### src/rtl/uart_tx_pkg.sv
package uart_tx_pkg;

    localparam int OVS_DEF    = 16;
    localparam int DATA_W_DEF = 8;
    localparam int XFER_DEF   = 3;

    typedef enum logic [1:0] {
        ST_IDLE  = 2'd0,
        ST_START = 2'd1,
        ST_DATA  = 2'd2,
        ST_STOP  = 2'd3
    } tx_state_e;

    typedef struct packed {
        tx_state_e st;
        logic      loaded;
    } eng_ctl_s;

    function automatic logic may_start(input logic en, input logic full,
                                       input logic gate_on, input logic clear_n);
        return en && full && (!gate_on || !clear_n);
    endfunction

endpackage

### src/rtl/uart_tx_hold.sv
module uart_tx_hold
    import uart_tx_pkg::*;
#(
    parameter int DATA_W = DATA_W_DEF
) (
    input  logic              clk,
    input  logic              rst,
    input  logic              wr_en,
    input  logic [DATA_W-1:0] wr_data,
    input  logic              cmd_enable,
    input  logic              cmd_disable,
    input  logic              take,
    output logic              enabled,
    output logic              full,
    output logic [DATA_W-1:0] data
);

    logic              en_q;
    logic              full_q;
    logic [DATA_W-1:0] data_q;

    always_ff @(posedge clk) begin
        if (rst) begin
            en_q   <= 1'b0;
            full_q <= 1'b0;
            data_q <= '0;
        end else begin
            if (cmd_disable)     en_q <= 1'b0;
            else if (cmd_enable) en_q <= 1'b1;

            if (cmd_disable) begin
                full_q <= 1'b0;
            end else if (wr_en && en_q) begin
                full_q <= 1'b1;
                data_q <= wr_data;
            end else if (take) begin
                full_q <= 1'b0;
            end
        end
    end

    assign enabled = en_q;
    assign full    = full_q;
    assign data    = data_q;

    // a disabled transmitter never latches a write
    a_r4_no_fill_disabled: assert property (@(posedge clk) disable iff (rst)
        (!en_q && !cmd_enable) |=> !full_q);

endmodule

### src/rtl/uart_tx_engine.sv
module uart_tx_engine
    import uart_tx_pkg::*;
#(
    parameter int OVS       = OVS_DEF,
    parameter int DATA_W    = DATA_W_DEF,
    parameter int XFER_TICK = XFER_DEF
) (
    input  logic              clk,
    input  logic              rst,
    input  logic              tick,
    input  logic              enabled,
    input  logic              hold_full,
    input  logic [DATA_W-1:0] hold_data,
    input  logic              cts_en,
    input  logic              cts_n,
    output logic              take,
    output logic              txd,
    output logic              in_start,
    output logic              idle
);

    localparam int CW = $clog2(OVS);
    localparam int BW = $clog2(DATA_W);
    localparam logic [CW-1:0] CNT_LAST = CW'(OVS - 1);
    localparam logic [CW-1:0] XFER_CNT = CW'(XFER_TICK - 2);
    localparam logic [BW-1:0] BIT_LAST = BW'(DATA_W - 1);

    eng_ctl_s          ctl_q;
    logic [CW-1:0]     cnt_q;
    logic [BW-1:0]     bit_q;
    logic [DATA_W-1:0] shift_q;
    logic              go;
    logic              abort;
    logic              last;

    assign go    = tick && may_start(enabled, hold_full, cts_en, cts_n);
    assign last  = (cnt_q == CNT_LAST);
    assign abort = (ctl_q.st == ST_START) && !ctl_q.loaded && !enabled;
    assign take  = tick && enabled && (ctl_q.st == ST_START) && !ctl_q.loaded
                   && (cnt_q == XFER_CNT);

    always_ff @(posedge clk) begin
        if (rst) begin
            ctl_q   <= '{st: ST_IDLE, loaded: 1'b0};
            cnt_q   <= '0;
            bit_q   <= '0;
            shift_q <= '1;
        end else if (abort) begin
            ctl_q <= '{st: ST_IDLE, loaded: 1'b0};
            cnt_q <= '0;
        end else if (tick) begin
            cnt_q <= last ? '0 : cnt_q + 1'b1;
            unique case (ctl_q.st)
                ST_IDLE: begin
                    cnt_q <= '0;
                    if (go) ctl_q <= '{st: ST_START, loaded: 1'b0};
                end
                ST_START: begin
                    if (take) begin
                        shift_q      <= hold_data;
                        ctl_q.loaded <= 1'b1;
                    end
                    if (last) begin
                        ctl_q.st <= ST_DATA;
                        bit_q    <= '0;
                    end
                end
                ST_DATA: begin
                    if (last) begin
                        shift_q <= shift_q >> 1;
                        bit_q   <= bit_q + 1'b1;
                        if (bit_q == BIT_LAST) ctl_q.st <= ST_STOP;
                    end
                end
                ST_STOP: begin
                    if (last) begin
                        ctl_q <= go ? '{st: ST_START, loaded: 1'b0}
                                    : '{st: ST_IDLE,  loaded: 1'b0};
                    end
                end
                default: ctl_q <= '{st: ST_IDLE, loaded: 1'b0};
            endcase
        end
    end

    always_comb begin
        unique case (ctl_q.st)
            ST_START: txd = 1'b0;
            ST_DATA:  txd = shift_q[0];
            default:  txd = 1'b1;
        endcase
    end

    assign in_start = (ctl_q.st == ST_START);
    assign idle     = (ctl_q.st == ST_IDLE);

    // blocked flow control keeps an idle transmitter idle
    a_r6_cts_blocks_start: assert property (@(posedge clk) disable iff (rst)
        (ctl_q.st == ST_IDLE && cts_en && cts_n) |=> ctl_q.st != ST_START);

    // a data bit is not cut short
    a_r2_data_bit_held: assert property (@(posedge clk) disable iff (rst)
        (ctl_q.st == ST_DATA && !(tick && last)) |=> ctl_q.st == ST_DATA);

    // the transfer reads only a full holding register
    a_r5_take_needs_full: assert property (@(posedge clk) disable iff (rst)
        take |-> hold_full);

endmodule

### src/rtl/uart_tx_cts.sv
module uart_tx_cts
    import uart_tx_pkg::*;
#(
    parameter int OVS       = OVS_DEF,
    parameter int DATA_W    = DATA_W_DEF,
    parameter int XFER_TICK = XFER_DEF
) (
    input  logic              clk,
    input  logic              rst,
    input  logic              tick,
    input  logic              wr_en,
    input  logic [DATA_W-1:0] wr_data,
    input  logic              cmd_enable,
    input  logic              cmd_disable,
    input  logic              cts_en,
    input  logic              cts_n,
    output logic              tx_rdy,
    output logic              tx_emt,
    output logic              txd
);

    logic              enabled;
    logic              hold_full;
    logic [DATA_W-1:0] hold_data;
    logic              take;
    logic              in_start;
    logic              idle;

    uart_tx_hold #(.DATA_W(DATA_W)) i_hold (
        .clk         (clk),
        .rst         (rst),
        .wr_en       (wr_en),
        .wr_data     (wr_data),
        .cmd_enable  (cmd_enable),
        .cmd_disable (cmd_disable),
        .take        (take),
        .enabled     (enabled),
        .full        (hold_full),
        .data        (hold_data)
    );

    uart_tx_engine #(.OVS(OVS), .DATA_W(DATA_W), .XFER_TICK(XFER_TICK)) i_engine (
        .clk       (clk),
        .rst       (rst),
        .tick      (tick),
        .enabled   (enabled),
        .hold_full (hold_full),
        .hold_data (hold_data),
        .cts_en    (cts_en),
        .cts_n     (cts_n),
        .take      (take),
        .txd       (txd),
        .in_start  (in_start),
        .idle      (idle)
    );

    assign tx_rdy = enabled && !hold_full && !in_start;
    assign tx_emt = idle && !hold_full;

    // an empty transmitter leaves the line at mark
    a_r12_empty_line_high: assert property (@(posedge clk) disable iff (rst)
        tx_emt |-> txd);

endmodule

### config.mk
export PLATFORM = sky130hd
export DESIGN_NAME = uart_tx_cts
export DESIGN_NICKNAME = d
export VERILOG_FILES = /design/src/rtl/uart_tx_pkg.sv /design/src/rtl/uart_tx_hold.sv /design/src/rtl/uart_tx_engine.sv /design/src/rtl/uart_tx_cts.sv
export SDC_FILE = /design/constraint.sdc
export NUM_CORES = 1
export LEC_CHECK = 0
export BUFFER_PORTS_ARGS = -buffer_cell sky130_fd_sc_hd__buf_2
export CORE_UTILIZATION = 25
export CTS_CLUSTER_SIZE = 28
export DETAILED_ROUTE_END_ITERATION = 7
export PLACE_DENSITY = 0.38
export SETUP_SLACK_MARGIN = 0.02
export SYNTH_ARGS = -nofsm -noshare
export SYNTH_HDL_FRONTEND = slang
export SYNTH_SLANG_ARGS = --single-unit
### constraint.sdc
create_clock -name clk -period 2.6 [get_ports clk]
set_input_delay 0.52 -clock clk [delete_from_list [all_inputs] [get_ports clk]]
set_output_delay 0.52 -clock clk [all_outputs]
set_load 0.05 [all_outputs]
==> results.md <==
- CP arrival: 1.82 ns
- Gpl congestion: approximately 0.74
- Vias in the first global route: 1138
- Power Density: 445 nW/um^2
- Area Overhead vs Synth: 14.2%
- Fin. Hold Viols: 0
- CTS Buf Count: 3
- Largest family of logic cells by synthesized area: simple AND/OR/NAND/NOR gates
- Syn Area/Cell: 9.20 sq um
- Crit path buf inv count: 2
- Required time of the worst setup path: around 2.1 ns
- Status: finished clean
- Clock net sink count: 28
- Critical path type: reg -> out
- Overall Power: 0.756 mW
- Resized Gates After CTS: 0
- Initial DRC count: 75
- Maximum clock rate: roughly 430 MHz
- I/O pin count: 19
- Crit path max-delay family: adder cells
- Tmin final: 2.34 ns
- Fin Hold WS: 0.417 ns
- Setup TNS: 0 ns
- VDD IR max: 0.162 mV
- Full die area: between 6000 and 7000 sq um
- Chip Height: 79.2 microns
- Max incr delay on CP: 0.43 ns
- Post-synthesis mux area share: 0.108
- TritonCTS clock tree: yes
- GR Overflow Total: 0
- Post-Synthesis Cells: 162
- Worst Hold Launch: cmd_disable
- Ant diodes: 0
- Crit start category: register
- Max-capacitance violation count: 0
- Worst reg-to-reg path cell count: 6
- Final clock skew: approximately 0.0048 ns
- H-Tree Depth: 1
- Worst hold path type: in -> reg
- Critical path depth: 4
- All-Layer GR Usage: 0.114
- CTS clk-pin slew, worst paths: 0.10 ns
- Register area share after synthesis: 0.376
- Total number of vias: ~1200
- Share of cells above drive strength 1: 0.181
- CTS max path bufs: 2
- DR DRC count: 0
- Wire per inst: 13.0 microns
- Worst setup path startpoint: i_engine.ctl_q[1]$_SDFFE_PP0P_
- Slew HR: 0.625
- Cells along the critical path: inv_1, ha_1, mux2_2, buf_2
- Post-CTS Setup Repair Bufs: 0
- Dpl cells: 245
- Fin crit share: 0.899
- CP max-delay cell: ha_1
- Largest net degree at the start of global routing: 30
- Most common cell after layout, fill and taps aside: dfxtp_1
- Worst-Margin Slew: about 0.56 ns
- Adder-Cell Fraction of Synth Area: 0.0756
- Clock Root Buffer: clkbuf_8
- Post-synth EDFFs: 0
- IO Port Bufs: 18
- CTS Hold Bufs: 0
- DP Area: about 1600 sq um
- Initial DRT Pass Iterations: 4
- Xor-xnor portion of the synthesized cell area: 0
- CP max FO: 12
- First-pass GRT wire length: 5650 microns
- Finished Cell Area: 1700 sq um
- Nets: 203
- Async SR Flop Fraction: 0
- Post-synthesis compound-gate area fraction: 0.175
- Mapped Nets: 187
- Crit path capture type: output port
- Avg Vias per Cell: about 4.8
- Yosys warning total: 0
- Worst hold path cell count: 2
- RSZ-0062 raised after global routing: false
- Row cnt: 27
- Post-Route WL: 3240 microns
- Simple-Gate Fraction of Synth Area: 0.227
- Most frequent cells in the layout: dfxtp_1, nor2_1, buf_2
- Initial antenna violation count: 0
- Initial Utilization: 0.264
- Synth Flop Type: dfxtp_1
- Post-synthesis sequential element count: 28
- Distinct cells, synth: 41
- Clock Latency Late Sink: roughly 0.28 ns
- Die X-Extent: 79.2 microns
- Worst reg2reg startpoint: i_engine.ctl_q[2]$_SDFFE_PP0P_
- ANT nets after route: 0
- Core ar.: approximately 5600 sq um
- Fin cells: 249
- LEAKAGE: 0.707 nW
- Synth Cell Area: 1490 sq um
- Final HPWL DP: 2420 microns
- Setup Viol. Count Final: 0
- Fin. max-slew vios: 0
report_power, final:
part	total [mW]	switching (mW)	internal [mW]
clock	0.275	0.139	0.136
combinational	0.0471	0.0281	0.0189
sequential	0.435	0.00282	0.432
cells in the mapped netlist (2+ instances only):
| master | n | area, sq um |
|---|---|---|
| a211oi_2 | 2 | 25.0 |
| nor2_1 | 22 | 82.6 |
| nor3b_1 | 2 | 15.0 |
| inv_1 | 7 | 26.3 |
| nand3_1 | 4 | 20.0 |
| mux2i_1 | 15 | 150 |
| nand3b_1 | 2 | 15.0 |
| nand2b_1 | 4 | 25.0 |
| ha_1 | 9 | 113 |
| nand2_1 | 3 | 11.3 |
| nor2b_1 | 9 | 56.3 |
| a211oi_1 | 7 | 52.6 |
| clkbuf_1 | 7 | 26.3 |
| o31ai_1 | 2 | 15.0 |
| dfxtp_1 | 28 | 561 |
| a21oi_1 | 8 | 40.0 |
| o21ai_0 | 2 | 10.0 |
| or2_2 | 2 | 12.5 |
| nor3_1 | 4 | 20.0 |
| nand4b_1 | 2 | 17.5 |
layout make-up:
class	count	area, sq um
sequential	28	561
multi-input combinational	119	872
fill	608	3940
tap	72	90.1
inverter	7	26.3
timing repair buffer	19	97.6
clock buffer	4	55.1
final timing paths:
path | endpoint | slack (ns)
worst max-delay path | txd | 0.26
worst min-delay path | i_hold.enabled$_SDFFE_PP0P_ | 0.42
worst min register to register | i_engine.bit_q[2]$_SDFFE_PP0P_ | 0.48
worst max register to register | i_engine.ctl_q[0]$_SDFFE_PP0P_ | 0.56
worst register-to-register path, stage by stage (launching register included):
cell      delay (ns)
dfxtp_1         0.37
inv_1           0.11
ha_1            0.31
nand4b_1        0.23
nor4_1          0.44
a41oi_1         0.19
a311oi_1        0.29
layer usage:
layer / wire (microns) / GRT usage / vias up
met2: 1470 / 0.183 / 20
met3: 87 / 0.0184 / 4
met4: 31 / 0.0327 / 0
met1: 1650 / 0.157 / 550
li1: - / - / 614
met5: 0 / 0 / -
flip-flops by register name (all words and copies together) (netlist names):
name	flops
i_hold.enabled	1
i_hold.full	1
i_hold.data	8
i_engine.cnt_q	4
i_engine.ctl_q	3
i_engine.bit_q	3
i_engine.shift_q	8
metrics by stage:
step	util	setup WS, ns
after floorplan	-	0.273
after global placement	0.292	0.594
after detailed placement	0.292	0.560
after CTS	0.302	0.239
after global routing	0.302	0.115
final	0.302	0.262
cells by family after synthesis:
family	after synthesis
buffers and inverters	15
flip-flops	28
AO/OA/AOI/OAI	33
adder cells (fa/ha/maj)	9
AND/OR/NAND/NOR	61
multiplexers	16
Power figures use the tool's default switching activity.
